--- src/rtl/wdt_pkg.sv ---
package wdt_pkg;

   localparam int unsigned SEL_W    = 3;
   localparam int unsigned NUM_TAPS = 1 << SEL_W;

   // log2 of the divider ratio for each select code
   function automatic int unsigned tap_log2(input int unsigned idx);
      case (idx)
         0:       return 1;
         1:       return 6;
         2:       return 7;
         3:       return 9;
         4:       return 11;
         5:       return 13;
         6:       return 15;
         default: return 17;
      endcase
   endfunction

   typedef struct packed {
      logic             flag;
      logic             wdog_mode;
      logic             run;
      logic [SEL_W-1:0] sel;
   } ctl_t;

endpackage

--- src/rtl/wdt_prescaler.sv ---
module wdt_prescaler
   import wdt_pkg::*;
(
   input  logic             clk,
   input  logic             rst_n,
   input  logic             clr,
   input  logic [SEL_W-1:0] sel,
   output logic             tick
);
   localparam int unsigned DIV_W = tap_log2(NUM_TAPS - 1);

   logic [DIV_W-1:0]    div_q;
   logic [NUM_TAPS-1:0] tap_vec;

   always_ff @(posedge clk or negedge rst_n) begin
      if (!rst_n)   div_q <= '0;
      else if (clr) div_q <= '0;
      else          div_q <= div_q + 1'b1;
   end

   for (genvar g = 0; g < NUM_TAPS; g++) begin : g_tap
      localparam int unsigned E = tap_log2(g);
      if (E < 1 || E > DIV_W) begin : g_bad
         $error("tap exponent out of divider range");
      end
      if (g > 0) begin : g_order
         if (tap_log2(g) <= tap_log2(g - 1)) begin : g_bad_order
            $error("tap ratios must rise with the select code");
         end
      end
      assign tap_vec[g] = &div_q[E-1:0];
   end

   assign tick = tap_vec[sel];

endmodule

--- src/rtl/wdt_counter.sv ---
module wdt_counter #(
   parameter int unsigned CNT_W = 8
) (
   input  logic             clk,
   input  logic             rst_n,
   input  logic             clr,
   input  logic             run,
   input  logic             tick,
   input  logic             ld,
   input  logic [CNT_W-1:0] ld_val,
   output logic [CNT_W-1:0] cnt,
   output logic             ovf
);
   logic [CNT_W-1:0] cnt_q;

   assign ovf = run & tick & ~ld & (&cnt_q);
   assign cnt = cnt_q;

   always_ff @(posedge clk or negedge rst_n) begin
      if (!rst_n)             cnt_q <= '0;
      else if (clr || !run)   cnt_q <= '0;
      else if (ld)            cnt_q <= ld_val;
      else if (tick)          cnt_q <= cnt_q + 1'b1;
   end

   assert_cnt_held_zero_R3: assert property (@(posedge clk) disable iff (!rst_n)
      !run |=> (cnt_q == '0));

   assert_single_step_R1: assert property (@(posedge clk) disable iff (!rst_n)
      (run && !ld && !clr) |=> (cnt_q == $past(cnt_q) + CNT_W'($past(tick))));

   assert_load_wins_R10: assert property (@(posedge clk) disable iff (!rst_n)
      (run && ld && !clr) |=> (cnt_q == $past(ld_val)));

endmodule

--- src/rtl/wdt_ctl.sv ---
module wdt_ctl
   import wdt_pkg::*;
(
   input  logic       clk,
   input  logic       rst_n,
   input  logic       clr,
   input  logic       rd_ctl,
   input  logic       wr_ctl,
   input  logic [7:0] payload,
   input  logic       ovf,
   output ctl_t       ctl
);
   ctl_t ctl_q;
   logic armed_q;

   always_ff @(posedge clk or negedge rst_n) begin
      if (!rst_n)                   armed_q <= 1'b0;
      else if (clr || wr_ctl)       armed_q <= 1'b0;
      else if (rd_ctl && ctl_q.flag) armed_q <= 1'b1;
   end

   always_ff @(posedge clk or negedge rst_n) begin
      if (!rst_n) begin
         ctl_q <= '0;
      end else if (clr) begin
         ctl_q <= '0;
      end else begin
         if (ovf)                               ctl_q.flag <= 1'b1;
         else if (wr_ctl && !payload[7] && armed_q) ctl_q.flag <= 1'b0;
         if (wr_ctl) begin
            ctl_q.wdog_mode <= payload[6];
            ctl_q.run       <= payload[5];
            ctl_q.sel       <= payload[SEL_W-1:0];
         end
      end
   end

   assign ctl = ctl_q;

   assert_wrap_sets_flag_R2: assert property (@(posedge clk) disable iff (!rst_n)
      (ovf && !clr) |=> ctl_q.flag);

   assert_flag_no_self_set_R5: assert property (@(posedge clk) disable iff (!rst_n)
      (!ctl_q.flag && !ovf) |=> !ctl_q.flag);

   assert_flag_needs_read_R5: assert property (@(posedge clk) disable iff (!rst_n)
      (ctl_q.flag && !armed_q && !clr) |=> ctl_q.flag);

endmodule

--- src/rtl/wdt_outputs.sv ---
module wdt_outputs #(
   parameter int unsigned PULSE_LEN = 8
) (
   input  logic clk,
   input  logic rst_n,
   input  logic clr,
   input  logic ovf,
   input  logic wdog_mode,
   input  logic flag,
   output logic wdog_ovf,
   output logic ivl_irq
);
   localparam int unsigned PCNT_W = $clog2(PULSE_LEN + 1);

   if (PULSE_LEN < 1) begin : g_bad_len
      $error("pulse length must be at least one clock");
   end

   logic [PCNT_W-1:0] pcnt_q;

   always_ff @(posedge clk or negedge rst_n) begin
      if (!rst_n)                  pcnt_q <= '0;
      else if (clr)                pcnt_q <= '0;
      else if (ovf && wdog_mode)   pcnt_q <= PCNT_W'(PULSE_LEN);
      else if (pcnt_q != '0)       pcnt_q <= pcnt_q - 1'b1;
   end

   assign wdog_ovf = (pcnt_q != '0);
   assign ivl_irq  = flag & ~wdog_mode;

   assert_pulse_starts_R8: assert property (@(posedge clk) disable iff (!rst_n)
      (ovf && wdog_mode && !clr) |=> wdog_ovf);

endmodule

--- src/rtl/wdt_interval_timer.sv ---
module wdt_interval_timer
   import wdt_pkg::*;
#(
   parameter int unsigned CNT_W     = 8,
   parameter int unsigned PULSE_LEN = 8,
   parameter logic [7:0]  KEY_CNT   = 8'h5A,
   parameter logic [7:0]  KEY_CTL   = 8'hA5
) (
   input  logic        clk,
   input  logic        rst_n,
   input  logic        hw_stby,
   input  logic        bus_rd,
   input  logic        bus_wr,
   input  logic        bus_sel,
   input  logic [15:0] bus_wdata,
   output logic [7:0]  bus_rdata,
   output logic        wdog_ovf,
   output logic        ivl_irq
);
   localparam int unsigned BYTE_W = 8;

   if (CNT_W < 2 || CNT_W > BYTE_W) begin : g_bad_width
      $error("counter width must fit the data byte");
   end
   if (KEY_CNT == KEY_CTL) begin : g_bad_keys
      $error("the two write keys must differ");
   end

   logic [BYTE_W-1:0] key, payload;
   logic              ld_cnt, wr_ctl, rd_ctl, tick, ovf;
   logic [CNT_W-1:0]  cnt;
   ctl_t              ctl;

   assign key     = bus_wdata[2*BYTE_W-1:BYTE_W];
   assign payload = bus_wdata[BYTE_W-1:0];
   assign ld_cnt  = bus_wr && (key == KEY_CNT);
   assign wr_ctl  = bus_wr && (key == KEY_CTL);
   assign rd_ctl  = bus_rd && !bus_sel;

   wdt_prescaler u_presc (
      .clk   (clk),
      .rst_n (rst_n),
      .clr   (hw_stby),
      .sel   (ctl.sel),
      .tick  (tick)
   );

   wdt_counter #(.CNT_W(CNT_W)) u_cnt (
      .clk    (clk),
      .rst_n  (rst_n),
      .clr    (hw_stby),
      .run    (ctl.run),
      .tick   (tick),
      .ld     (ld_cnt),
      .ld_val (payload[CNT_W-1:0]),
      .cnt    (cnt),
      .ovf    (ovf)
   );

   wdt_ctl u_ctl (
      .clk     (clk),
      .rst_n   (rst_n),
      .clr     (hw_stby),
      .rd_ctl  (rd_ctl),
      .wr_ctl  (wr_ctl),
      .payload (payload),
      .ovf     (ovf),
      .ctl     (ctl)
   );

   wdt_outputs #(.PULSE_LEN(PULSE_LEN)) u_out (
      .clk       (clk),
      .rst_n     (rst_n),
      .clr       (hw_stby),
      .ovf       (ovf),
      .wdog_mode (ctl.wdog_mode),
      .flag      (ctl.flag),
      .wdog_ovf  (wdog_ovf),
      .ivl_irq   (ivl_irq)
   );

   assign bus_rdata = bus_sel ? BYTE_W'(cnt)
                              : {ctl.flag, ctl.wdog_mode, ctl.run, 2'b11, ctl.sel};

   assert_bad_key_ignored_R6: assert property (@(posedge clk) disable iff (!rst_n)
      (bus_wr && key != KEY_CTL && !hw_stby)
         |=> $stable({ctl.wdog_mode, ctl.run, ctl.sel}));

   assert_standby_clears_R11: assert property (@(posedge clk) disable iff (!rst_n)
      hw_stby |=> (bus_rdata == 8'h18 || bus_sel) && !wdog_ovf && !ivl_irq);

endmodule

--- config.mk ---
export PLATFORM = sky130hd
export DESIGN_NAME = wdt_interval_timer
export DESIGN_NICKNAME = d
export VERILOG_FILES = /design/src/rtl/wdt_pkg.sv /design/src/rtl/wdt_prescaler.sv /design/src/rtl/wdt_counter.sv /design/src/rtl/wdt_ctl.sv /design/src/rtl/wdt_outputs.sv /design/src/rtl/wdt_interval_timer.sv
export SDC_FILE = /design/constraint.sdc
export NUM_CORES = 1
export LEC_CHECK = 0
export ABC_CLOCK_PERIOD_IN_PS = 2800
export BUFFER_PORTS_ARGS = -buffer_cell sky130_fd_sc_hd__buf_2
export CAP_MARGIN = 20
export CORE_MARGIN = 4
export CORE_UTILIZATION = 51
export DETAILED_ROUTE_END_ITERATION = 10
export PLACE_DENSITY = 0.74
export SKIP_LAST_GASP = 1
export SLEW_MARGIN = 20
export SYNTH_ARGS = -nofsm -noshare
export SYNTH_HDL_FRONTEND = slang
export SYNTH_HIERARCHICAL = 1
export SYNTH_SLANG_ARGS = --single-unit
export TNS_END_PERCENT = 50
--- constraint.sdc ---
create_clock -name clk -period 2.8 [get_ports clk]
set_clock_uncertainty 0.1 [all_clocks]
set_input_delay 0.28 -clock clk [delete_from_list [all_inputs] [get_ports clk]]
set_output_delay 0.28 -clock clk [all_outputs]
set_load 0.05 [all_outputs]
; ---- Yosys cells after proc, flatten, opt, wreduce, memory -nomap -nowiden
; Index checks and enable logic that the tools add are counted.
[totals]
inputBits = 22
output_inout_bits = 10
word_cells = 62
ff_bits = 36
[op_classes]
n_reduce_logical = 26
n_eq_ne = 2
n_mux = 16
bitwise_logic = 6
addsub = 3
n_lt_le_gt_ge = 1
[op_table]
columns = cell, count
row1 = $mux 8, 4
row2 = $add 17x1->17 const B, 1
row3 = $mux 17, 1
row4 = $reduce_and 17->1, 1
row5 = $reduce_and 15->1, 1
row6 = $reduce_and 13->1, 1
row7 = $mux 4, 3
row8 = $reduce_and 11->1, 1
row9 = $reduce_and 9->1, 1
row10 = $reduce_bool 3->1, 3
row11 = $add 8x1->8 const B, 1
row12 = $eq 8x7->1 const B, 1
row13 = $eq 8x8->1 const B, 1
row14 = $reduce_and 8->1, 1
row15 = $logic_and 1x1->1, 7
row16 = $reduce_and 7->1, 1
row17 = $mux 6, 1
row18 = $reduce_and 6->1, 1
row19 = $mux 1, 5
row20 = $mux 5, 1
row21 = $and 1x1->1, 4
row22 = $lt 3x4->1 const B, 1
row23 = $reduce_bool 2->1, 2
row24 = $reduce_bool 4->1, 1
row25 = 5 further kinds, 9

; ---- Longest topological paths before layout
; Gate-level depths: netlist of run 1.
[depth]
ltp_word = 9
ltp_mapped = 14
mapped_depth_nobuf = 12

; ---- Cells and area by module
; Netlist of run 1, hierarchy kept.
[modules_own_cells]
columns = module, area_each_um2, cells_each, n_inst
row1 = wdt_prescaler, 915.9, 94, 1
row2 = wdt_counter, 484.2, 50, 1
row3 = wdt_ctl, 304.0, 23, 1
row4 = wdt_outputs, 221.5, 23, 1
row5 = wdt_interval_timer, 152.6, 17, 1

; ---- Least setup slack after synthesis of run 1
; Ideal clock, no wire load.
[synth_path]
kind = register to register
from = register u_presc.div_q[2]
to = register u_out.pcnt_q[0]
setup_ns = 0.119
required_time_ns = 2.581
stages_incl_launch_ff = 15
arrival_time_ns = 2.673
period_less_slack_ns = 2.892
setup_slack_ns = -0.092
path_cell_list = dfrtp_1 > and4_1 > clkbuf_2 > and2_1 > and3_2 > ha_1 > mux2i_1 > nor2_1 > nor3_1 > a311oi_1 > buf_4 > nand2_1 > nor3_1 > a21oi_1 > and2_1
[synth_between]
elab_chain_cells = 9
elab_cells_between_ends = 16
cone_classes = mux (4) / bitwise (3) / reduce/logical (9)
[synth_rtl]
columns = item, line
row1 = from (decl), wdt_prescaler.sv:12  ; logic [DIV_W-1:0] div_q;
row2 = from (signal assigned), wdt_prescaler.sv:18  ; else div_q <= div_q + 1'b1;
row3 = $reduce_and 17->1 (tied with other cells), wdt_prescaler.sv:31  ; assign tap_vec[g] = &div_q[E-1:0];
row4 = $bmux 1 s3 *, wdt_prescaler.sv:34  ; assign tick = tap_vec[sel];
row5 = $mux 1 (implied by the code) *, wdt_prescaler.sv:34
row6 = net tick, wdt_interval_timer.sv:30  ; logic ld_cnt, wr_ctl, rd_ctl, tick, ovf;
row7 = $and 1x1->1 * (3 in series), wdt_counter.sv:16  ; assign ovf = run & tick & ~ld & (&cnt_q);
row8 = net ovf, wdt_interval_timer.sv:30
row9 = $logic_and 1x1->1 *, wdt_outputs.sv:24  ; else if (ovf && wdog_mode) pcnt_q <= PCNT_W'(PULSE_LEN);
row10 = $mux 4, wdt_outputs.sv:24
row11 = $mux 4, wdt_outputs.sv:23  ; else if (clr) pcnt_q <= '0;
row12 = to (signal assigned), wdt_outputs.sv:24
row13 = to (signal assigned), wdt_outputs.sv:25  ; else if (pcnt_q != '0) pcnt_q <= pcnt_q - 1'b1;
row14 = to (decl), wdt_outputs.sv:19  ; logic [PCNT_W-1:0] pcnt_q;
; The timed path passes the listed nets; every way through them passes the cells marked *. The select of a mux whose other input is x is not followed.
; A chain may end at the register's enable or synchronous reset.

; ---- Worst setup path in the final report of run 1
[layout_path]
from = register u_presc.div_q[4]
to = register u_cnt.cnt_q[7], in the netlist u_cnt/cnt[7]
[layout_between]
elab_chain_cells = 4
elab_cells_between_ends = 10
cone_classes = mux (2) / reduce/logical (8)
[layout_rtl]
columns = item, line
row1 = $reduce_and 17->1 (tied with other cells), wdt_prescaler.sv:31
row2 = $bmux 1 s3 *, wdt_prescaler.sv:34
row3 = $mux 1 (implied by the code) *, wdt_prescaler.sv:34
row4 = net tick, wdt_interval_timer.sv:30
row5 = $reduce_bool 3->1 (no source line) *, n/a
row6 = to (signal assigned), wdt_counter.sv:22  ; else if (ld) cnt_q <= ld_val;
row7 = to (signal assigned), wdt_counter.sv:23  ; else if (tick) cnt_q <= cnt_q + 1'b1;
row8 = to (decl), wdt_counter.sv:14  ; logic [CNT_W-1:0] cnt_q;
; Marks and branches as above.

==> reports/results.tsv, run 1 <==
stage	metric	value	unit
setup_path	Critical Path Source	u_presc/div_q[4]	
logic_synthesis	Netlist cell types	46	
logic_synthesis	syn_area_per_cell	10.0	um^2
timing	Slew @ Worst Pin	795	ps
setup_path	Crit path buffers/inverters	1	
finish	commonest non-fill, non-tap cell in the layout	dfrtp_1	
logic_synthesis	syn nets	234	
finish	# diodes	0	
timing	Slew Limit Fails	0	
timing	Final WS setup	135	ps
timing	hold slack final	-13.9	ps
finish	multi-input logic area	0.00113	mm^2
floorplanning	row cnt	22	
cts	Worst-path clk slew	60	ps
grt	largest net degree at the start of global routing	37	
cts	clk buf depth	2	
finish	Area Growth Syn to Fin	17.6	%
cts	hold buffer count at CTS	0	
placed_design	placed instance count	290	
finish	nets	276	
status	outcome	finished with violations	
setup_path	WS Path Type	flip-flop to flip-flop	
timing	RSZ-0062 raised after global routing	yes	
logic_synthesis	sequential fraction of the synthesis area	43.3	%
floorplanning	Starting Density	54.7	%
setup_path	worst flop-to-flop path endpoint	u_cnt/cnt[7]	
hold_path	worst hold path type	input port to async pin	
setup_path	Cell Chain, Critical Path	and4_1 > and2_1 > and3_2 > ha_1 > nand3b_1 > a21oi_1 > a311oi_2 > buf_4 > nor2_1 > a22o_1 > a211o_1	
route	DR pass1 iterations	4	
grt	final global-route overflow total	0	
grt	vias in the first global route	1685	
finish	FILL cells	326	
setup_path	Worst EP required	2860	ps
floorplanning	io pins	32	
job	max cap viols	0	
setup_path	Critical Path Sink Type	flip-flop	
cts	clock sink count	36	
floorplanning	DIE AREA	0.00516	mm^2
route	DRC viols	0	
setup_path	top cell family by delay on the critical path	compound AO/OA/AOI/OAI gates	
route	Routed WL	4.32	mm
logic_synthesis	Synth area leader	dfrtp_1	
timing	final hold viol count	36	
finish	share of cells above drive strength 1	28.0	%
placed_design	Post-DP HPWL	3.16	mm
route	Vias/cell	5.57	
grt	first-pass GRT wire length	7.61	mm
grt	antenna violations before repair	0	
route	DR WL/cell	14.5	um
timing	Slew HR	47.0	%
setup_path	CP Data Arrival Time	2730	ps
cts	Root Buffer Master	clkbuf_8	
finish	Non-Filler Instances	298	
finish	most frequent cells in the layout	dfrtp_1 (36), buf_2 (31), nor2_1 (19)	
route	Routed Antenna Nets	0	
floorplanning	Die X	71.8	um
setup_path	FF-to-FF Start	u_presc/div_q[4]	
cts	CTS tree	done	
setup_path	reg2reg path depth	11	
floorplanning	Core Area	0.00380	mm^2
cts	cts bufs inserted	5	
logic_synthesis	Cells after Synth	207	
logic_synthesis	synthesized area	0.00208	mm^2
setup_path	max incr delay on CP	390	ps
cts	post-CTS setup buffer count	0	
floorplanning	Die Span Y	71.8	um
logic_synthesis	synth top area cells	dfrtp_1 (43%), mux2i_1 (4.3%), xor2_1 (3.8%)	
logic_synthesis	number of warnings issued by yosys	6	
power_and_ir_drop	Overall Power	1.18	mW
timing	Tcrit/Tclk final	95.2	%
setup_path	CP max-delay cell	a311oi_2	
placed_design	pre-CTS setup slack	-6.83	ps
setup_path	CP Launch Type	flip-flop	
timing	Final Setup Violations	0	
setup_path	worst-path fanout max	5	
status	failing checks	hold timing	
power_and_ir_drop	peak supply drop	0.000412	V
placed_design	number of I/O port buffers	31	
route	Vias	1659	
grt	total track usage	18.4	%
power_and_ir_drop	PwrDens	482	mW/mm^2
cts	H-tree levels	2	
finish	sequential cell area	901	um^2
setup_path	r2r setup slk	140	ps
logic_synthesis	Yosys reg bits	36	
timing	final worst path period need	2660	ps
power_and_ir_drop	Pleak	1.16	nW
placed_design	Final GP Congestion	0.834	
logic_synthesis	top cell type's share of synthesized area	43.3	%
timing	FMAX	375	MHz
cts	clock latency at the later pin of the worst-skew pair	280	ps
route	initial drt markers	63	
## synthesized netlist by cell type, drive strengths merged
cell / instances
nor4bb: 2
nand3b: 2
buf: 5
mux2: 6
xor2: 9
nand2b: 3
mux2i: 9
inv: 4
a211o: 2
nor4b: 2
nand2: 13
ha: 5
nor2b: 7
o31ai: 1
and3: 2
nand3: 9
and2: 4
or3: 5
o21ai: 11
or4: 1
a22o: 1
or3b: 1
and4bb: 1
a21oi: 10
xnor2: 5
nand4: 8
clkbuf: 4
nor4: 1
a311oi: 1
nor3b: 1
nor2: 19
nor3: 6
and4: 3
o211a: 5
a31oi: 2
nand4bb: 1
dfrtp: 36
## area by class of cell
type                    count  area share (%)
well taps                  48            2.46
repair buffers             44            10.3
clock buffers               8            3.68
inverters                   4           0.614
multi-input cells         158            46.1
flip-flops and latches     36            36.8
## worst max path at each step
stage / to / cells past startpoint
2_1_floorplan: u_out/pcnt_q[0] / 14
3_3_place_gp: u_cnt/cnt[7] / 12
3_5_place_dp: u_ctl/ctl[5] / 13
4_1_cts: u_ctl/ctl[5] / 13
5_1_grt: u_cnt/cnt[7] / 12
6_report: u_cnt/cnt[7] / 11
## logic make-up after synthesis
family | Yosys count | synth area share (%)
compound gates | 33 | 10.2
simple gates | 91 | 26.5
flops | 36 | 43.3
mux | 15 | 7.59
fa+ha+maj | 5 | 3.01
buf+inv | 13 | 3.43
xor+xnor | 14 | 5.90
## worst reg2reg max path: stages (launching register included)
cell	delay, ps
dfrtp_1	370
and4_1	280
and2_1	160
and3_2	180
ha_1	170
nand3b_1	110
a21oi_1	90
a311oi_2	390
buf_4	210
nor2_1	40
a22o_1	180
a211o_1	280
## sequential cells by signal, indices dropped and copies added, names as in the netlist
signal         count
u_presc/div_q     17
u_ctl/armed_q      1
u_ctl/ctl          6
u_out/pcnt_q       4
u_cnt/cnt          8
## per-stage QoR
stage	setup TNS [ps]	area, um^2	utilization, %	hold WS [ps]
finish	0	2440	64.4	-13.9
global route	-6.50	2440	64.4	53.6
CTS	0	2440	64.3	11.1
detailed placement	-6.83	2350	61.8	305
global placement	0	2350	61.8	308
floorplan	0	2080	-	-116
## routing by layer
layer,up-vias,routed length (um),GRT usage (%)
li1,834,-,-
met1,792,2120,25.3
met2,31,2000,29.9
met3,2,172,4.21
met4,0,22,3.76
met5,-,0,0
## report_power, final
group / leakage, nW / internal (mW) / total (mW) / switching [mW]
combinational: 0.613 / 0.0977 / 0.245 / 0.148
sequential: 0.498 / 0.545 / 0.564 / 0.0184
clock: 0.0455 / 0.201 / 0.368 / 0.168
## what timing repair did
item                                   CTS  global route
setup endpoints to repair                4             8
resized for setup                        1             1
pin swaps                                0             1
endpoints found under the hold margin    0             0
Power figures use the tool's default switching activity.
==> run 2, diff against run 1 <==
CTS_BUF_LIST = sky130_fd_sc_hd__clkbuf_16   (was default)
==> run 2 against run 1 <==
Highest routed layer unchanged. The flow still finishes with violations (hold timing). Hold slack improved by 4.6 ps. Critical endpoint unchanged. Critical path type unchanged. Sequential share of layout area shrank 1.1 points. Non-clock buffer count up 1.
==> reports/results.tsv, run 2 (synthesis gave the netlist of run 1 again) <==
stage	metric	value	unit	change
finish	max reg flops	17		unchanged
timing	Fin Setup TNS	0	ps	unchanged
finish	share of cells above drive strength 1	29.1	%	+1.1 points
timing	final worst path period need	2680	ps	+19.7 ps
floorplanning	Die Span Y	71.8	um	unchanged
power_and_ir_drop	sw power	357	uW	+7.1%
timing	Slew HR	47.1	%	+0.078 points
finish	FILL cells	324		-0.61%
timing	Final WS setup	116	ps	-19.7 ps
status	failing checks	hold timing		
finish	nets	277		+0.36%
finish	# diodes	0		unchanged
grt	largest net degree at the start of global routing	37		unchanged
cts	cts bufs inserted	5		unchanged
finish	commonest non-fill, non-tap cell in the layout	dfrtp_1		
placed_design	Final GP Congestion	0.834		unchanged
route	initial drt markers	74		+17%
placed_design	placed instance count	290		unchanged
timing	hold slack final	-9.27	ps	+4.64 ps
setup_path	worst-path fanout max	4		-1
power_and_ir_drop	Overall Power	1.32	mW	+12%
power_and_ir_drop	PwrDens	525	mW/mm^2	+9.0%
route	DR pass1 iterations	4		unchanged
cts	Root Buffer Master	clkbuf_16		
floorplanning	Die X	71.8	um	unchanged
placed_design	pre-CTS setup slack	-6.83	ps	unchanged
power_and_ir_drop	Comb power frac	18.8	%	-2.0 points
timing	Tcrit/Tclk final	95.9	%	+0.70 points
floorplanning	Core Area	0.00380	mm^2	unchanged
timing	Slew Limit Fails	0		unchanged
finish	Non-Filler Instances	299		+0.34%
cts	clock sink count	36		unchanged
timing	Final Setup Violations	0		unchanged
timing	Slew @ Worst Pin	794	ps	-1.17 ps
route	Routed WL	4.39	mm	+1.8%
route	Vias	1655		-0.24%
cts	Worst-path clk slew	50	ps	about the same
setup_path	CP Data Arrival Time	2740	ps	about the same
cts	CTS tree	done		
power_and_ir_drop	peak supply drop	0.000402	V	-2.5%
setup_path	Worst EP required	2860	ps	about the same
grt	final global-route overflow total	0		unchanged
power_and_ir_drop	Sw Share	27.0	%	-1.4 points
setup_path	Critical Path Sink Type	flip-flop		
finish	final core occ	66.4	%	+2.0 points
floorplanning	Starting Density	54.7	%	unchanged
placed_design	Post-DP HPWL	3.16	mm	unchanged
route	DR WL/cell	14.7	um	+1.5%
setup_path	WS Path Type	flip-flop to flip-flop		
finish	Area Growth Syn to Fin	21.3	%	
grt	vias in the first global route	1665		-1.2%
cts	hold buffer count at CTS	0		unchanged
power_and_ir_drop	Seq pwr share	42.7	%	-5.2 points
timing	final hold viol count	27		-25%
setup_path	CP Launch Type	flip-flop		
timing	FMAX	373	MHz	-0.73%
route	Routed Antenna Nets	0		unchanged
power_and_ir_drop	Clock power frac	38.5	%	+7.2 points
route	Vias/cell	5.54		-0.57%
cts	clk buf depth	2		unchanged
floorplanning	DIE AREA	0.00516	mm^2	unchanged
power_and_ir_drop	Pint	966	uW	+15%
grt	antenna violations before repair	0		unchanged
grt	total track usage	18.7	%	+0.27 points
power_and_ir_drop	Pleak	1.19	nW	+3.1%
cts	H-tree levels	2		unchanged
hold_path	worst hold path type	input port to async pin		
job	max cap viols	0		unchanged
placed_design	number of I/O port buffers	31		unchanged
route	DRC viols	0		unchanged
floorplanning	row cnt	22		unchanged
finish	Biggest register	u_presc/div_q		
grt	first-pass GRT wire length	7.65	mm	+0.46%
finish	most frequent cells in the layout	dfrtp_1 (36), buf_2 (31), nor2_1 (19)		
status	outcome	finished with violations		
floorplanning	io pins	32		unchanged
cts	clock latency at the later pin of the worst-skew pair	280	ps	about the same
## run 2: cell count changes in the layout (fill, tap and decap cells not counted), sizes merged
cell	delta
clkbuf	-3
inv	+2
buf	+1
clkinv	+1
## run 2: path summary, 6_finish.rpt
check,start,to,slack (ps),depth (start not counted)
worst max-delay path,u_presc/div_q[6],u_cnt/cnt[7],120,12
worst min-delay path,rst_n,u_ctl/armed_q,-9,1
worst max register to register,u_presc/div_q[6],u_cnt/cnt[7],120,12
worst min register to register,u_presc/div_q[5],u_presc/div_q[5],450,2
max in group asynchronous,rst_n,u_presc/div_q[5],2110,1
min in group clk,bus_wdata[2],u_ctl/ctl[2],160,3
## run 2: area by class of cell
class / instances / area, um^2 / area share, %
Multi-Input combinational cell: 158 / 1140 / 45.1
Sequential cell: 36 / 901 / 35.7
Tap cell: 48 / 60.1 / 2.38
Clock buffer: 5 / 125 / 4.96
Inverter: 4 / 15.0 / 0.596
Timing Repair Buffer: 45 / 273 / 10.8
Clock inverter: 3 / 11.3 / 0.447
## run 2: repair_timing
action                                  in CTS  in global routing
hold endpoints to repair                     0                  0
resized for setup                            1                  5
pin swaps                                    0                  1
buffers inserted                             0                  1
endpoints found under the setup margin       4                  8
## run 2: routing by layer
metal	track usage (%)	part of all wire, %	vias up
met5	0	0	-
li1	-	-	833
met4	4.38	1.1	0
met3	4.63	4.0	6
met2	29.3	46	32
met1	26.2	49	784
## run 2: through the flow
stage | hold slack [ps] | instance area [um^2]
after floorplan | -116 | 2080
after global placement | 308 | 2350
after global routing | 70.8 | 2520
after CTS | 22.7 | 2490
after detailed placement | 305 | 2350
final | -9.27 | 2520
## run 2: power groups by stage
| stage | sequential [mW] | clock [mW] | combinational, mW |
|---|---|---|---|
| floorplan | 0.570 | 0 | 0.187 |
| finish | 0.565 | 0.510 | 0.249 |
| global placement | 0.572 | 0 | 0.241 |
| CTS | 0.565 | 0.519 | 0.250 |
| global route | 0.569 | 0.545 | 0.284 |
| detailed placement | 0.573 | 0 | 0.248 |
## run 2: worst max-delay path: stages (launching register included)
cell      delay (ps)
dfrtp_1          360
and4_4           250
nand4_4          100
nor3_1           210
ha_1             200
mux2i_1           70
nor2_1           130
nor3_2            60
a311oi_2         360
buf_4            220
nor2_1            40
a22o_1           180
a211o_1          280
==> run 3, diff against run 2 <==
ABC_CLOCK_PERIOD_IN_PS = default   (was 2800)
CELL_PAD_IN_SITES_DETAIL_PLACEMENT = 0   (was default)
CELL_PAD_IN_SITES_GLOBAL_PLACEMENT = 1   (was default)
CORE_UTILIZATION = 39   (was 51)
GPL_TIMING_DRIVEN = 0   (was default)
PLACE_DENSITY = 0.73   (was 0.74)
==> run 3 against run 2 <==
The run still ends with hold timing left. Clock power is 2% higher. Flip-flop and latch count unchanged. First-iteration DRC count rose by 23%. Utilization decreased by 16 points. Sequential power about the same. Combinational power rose by 2%. Non-clock buffer count up 6. Sequential share of layout area is 1.0 points lower. Maximum frequency grew 1.1%. Cell count up 9.0%. Die area is 27% higher. Critical path depth increased by 1. Critical path type unchanged.
==> reports/results.tsv, run 3 (synthesis gave the netlist of run 1 again) <==
stage	metric	value	unit	change
finish	Biggest register	u_presc/div_q		
timing	final worst path period need	2660	ps	-28.0 ps
timing	Slew @ Worst Pin	801	ps	+6.94 ps
finish	commonest non-fill, non-tap cell in the layout	dfrtp_1		
cts	cts bufs inserted	5		unchanged
setup_path	worst-path fanout max	6		+2
placed_design	number of I/O port buffers	30		-3.2%
floorplanning	Die X	81	um	+13%
cts	hold buffer count at CTS	0		unchanged
setup_path	reg2reg path depth	13		+1
finish	FILL cells	521		+61%
finish	Non-Filler Instances	326		+9.0%
setup_path	worst flop-to-flop path endpoint	u_cnt/cnt[7]		
setup_path	CP max-delay cell	dfrtp_1		
placed_design	pre-CTS setup slack	-325	ps	-318 ps
setup_path	Cell Chain, Critical Path	and4_4 > nand4_4 > nor3_2 > ha_2 > mux2i_1 > nor2_1 > nor3_1 > a311oi_1 > buf_4 > buf_4 > nor2_1 > a22o_1 > a211o_1		
finish	final core occ	50.5	%	-16 points
grt	largest net degree at the start of global routing	37		unchanged
route	DR WL/cell	14.1	um	-3.8%
setup_path	max incr delay on CP	370	ps	about the same
floorplanning	DIE AREA	0.00656	mm^2	+27%
cts	CTS tree	done		
setup_path	FF-to-FF Start	u_presc/div_q[8]		
timing	Final WS setup	144	ps	+28.0 ps
power_and_ir_drop	Pleak	1.23	nW	+3.2%
timing	FMAX	376	MHz	+1.1%
setup_path	Crit path buffers/inverters	2		+1
finish	post-route cell area	0.00259	mm^2	+2.9%
timing	Final Setup Violations	0		unchanged
cts	H-tree levels	2		unchanged
setup_path	WS Path Type	flip-flop to flip-flop		
timing	Slew Limit Fails	0		unchanged
route	initial drt markers	91		+23%
finish	max reg flops	17		unchanged
timing	Tcrit/Tclk final	94.9	%	-1.0 points
cts	clock latency at the later pin of the worst-skew pair	270	ps	about the same
route	Vias/cell	5.13		-7.2%
grt	final global-route overflow total	0		unchanged
setup_path	CP Launch Type	flip-flop		
power_and_ir_drop	PwrDens	516	mW/mm^2	-1.7%
timing	Fin Setup TNS	0	ps	unchanged
power_and_ir_drop	peak supply drop	0.000339	V	-16%
timing	final hold viol count	8		-70%
placed_design	Final GP Congestion	0.771		-7.5%
cts	Root Buffer Master	clkbuf_16		
job	max cap viols	0		unchanged
route	DR pass1 iterations	4		unchanged
finish	# diodes	0		unchanged
route	DRC viols	0		unchanged
cts	clock sink count	36		unchanged
route	Routed WL	4.61	mm	+4.8%
setup_path	Worst EP required	2860	ps	about the same
finish	sequential cell area	901	um^2	unchanged
route	met2 WL	2.11	mm	+5.0%
setup_path	top cell family by delay on the critical path	simple AND/OR/NAND/NOR gates		
timing	hold slack final	-10.7	ps	-1.44 ps
route	M1 WL	2.29	mm	+6.1%
grt	first-pass GRT wire length	7.78	mm	+1.8%
cts	clk buf depth	2		unchanged
route	Routed Antenna Nets	0		unchanged
status	outcome	finished with violations		
placed_design	Placed Area	0.00232	mm^2	-1.1%
placed_design	placed instance count	307		+5.9%
cts	Worst-path clk slew	50	ps	about the same
floorplanning	Core Area	0.00514	mm^2	+35%
timing	RSZ-0062 raised after global routing	yes		
status	failing checks	hold timing		
placed_design	Post-DP HPWL	3.15	mm	-0.41%
grt	antenna violations before repair	0		unchanged
route	met3 wire length	126	um	-29%
floorplanning	row cnt	26		+18%
setup_path	CP Data Arrival Time	2720	ps	-20 ps
finish	Area Growth Syn to Fin	24.8	%	
floorplanning	io pins	32		unchanged
finish	most frequent cells in the layout	dfrtp_1 (36), buf_2 (32), nor2_1 (19)		
setup_path	r2r setup slk	140	ps	+30 ps
grt	vias in the first global route	1602		-3.8%
route	Max Used Layer	met4		
floorplanning	Die Span Y	81	um	+13%
power_and_ir_drop	Overall Power	1.34	mW	+1.1%
floorplanning	Starting Density	40.4	%	-14 points
finish	share of cells above drive strength 1	30.5	%	+1.4 points
finish	nets	283		+2.2%
setup_path	Critical Path Sink Type	flip-flop		
finish	multi-input logic area	0.00115	mm^2	+1.5%
hold_path	worst hold path type	input port to async pin		
route	Vias	1674		+1.1%
grt	total track usage	15.6	%	-3.1 points
timing	Slew HR	46.6	%	-0.46 points
run 3: layout make-up:
type | count | area share (%)
Tap cell | 70 | 3.38
Buffer | 8 | 1.98
Sequential cell | 36 | 34.7
Inverter | 4 | 0.579
Timing Repair Buffer | 43 | 9.70
Multi-Input combinational cell | 158 | 44.5
Clock buffer | 5 | 4.82
Clock inverter | 2 | 0.338
run 3: report_power, final:
part           internal [mW]  switching [mW]  leakage (nW)
Combinational          0.109           0.145         0.663
Clock                  0.319           0.200        0.0709
Sequential             0.546          0.0202         0.498
Total                  0.974           0.365          1.23
run 3: how the worst max path moves through the flow:
stage,endpoint,slack [ps],startpoint,cells past startpoint
after global placement,u_out/pcnt_q[0],-330,u_presc/div_q[2],14
after global routing,u_cnt/cnt[5],-80,u_presc/div_q[7],12
after CTS,u_cnt/cnt[5],-10,u_presc/div_q[3],13
after floorplan,u_out/pcnt_q[0],60,u_presc/div_q[2],14
after detailed placement,u_out/pcnt_q[1],-320,u_presc/div_q[2],14
final,u_cnt/cnt[7],140,u_presc/div_q[8],13
run 3: repair_timing:
action | CTS | global route
gates resized for setup | 7 | 6
setup buffers | 4 | 9
setup endpoints to repair | 8 | 12
pin swaps | 1 | 6
gates cloned | 0 | 0
run 3: metal layers:
layer,track usage (%),vias to the layer above
li1,-,841
met1,22.0,802
met2,23.6,24
met3,2.44,7
met4,6.59,0
met5,0,-
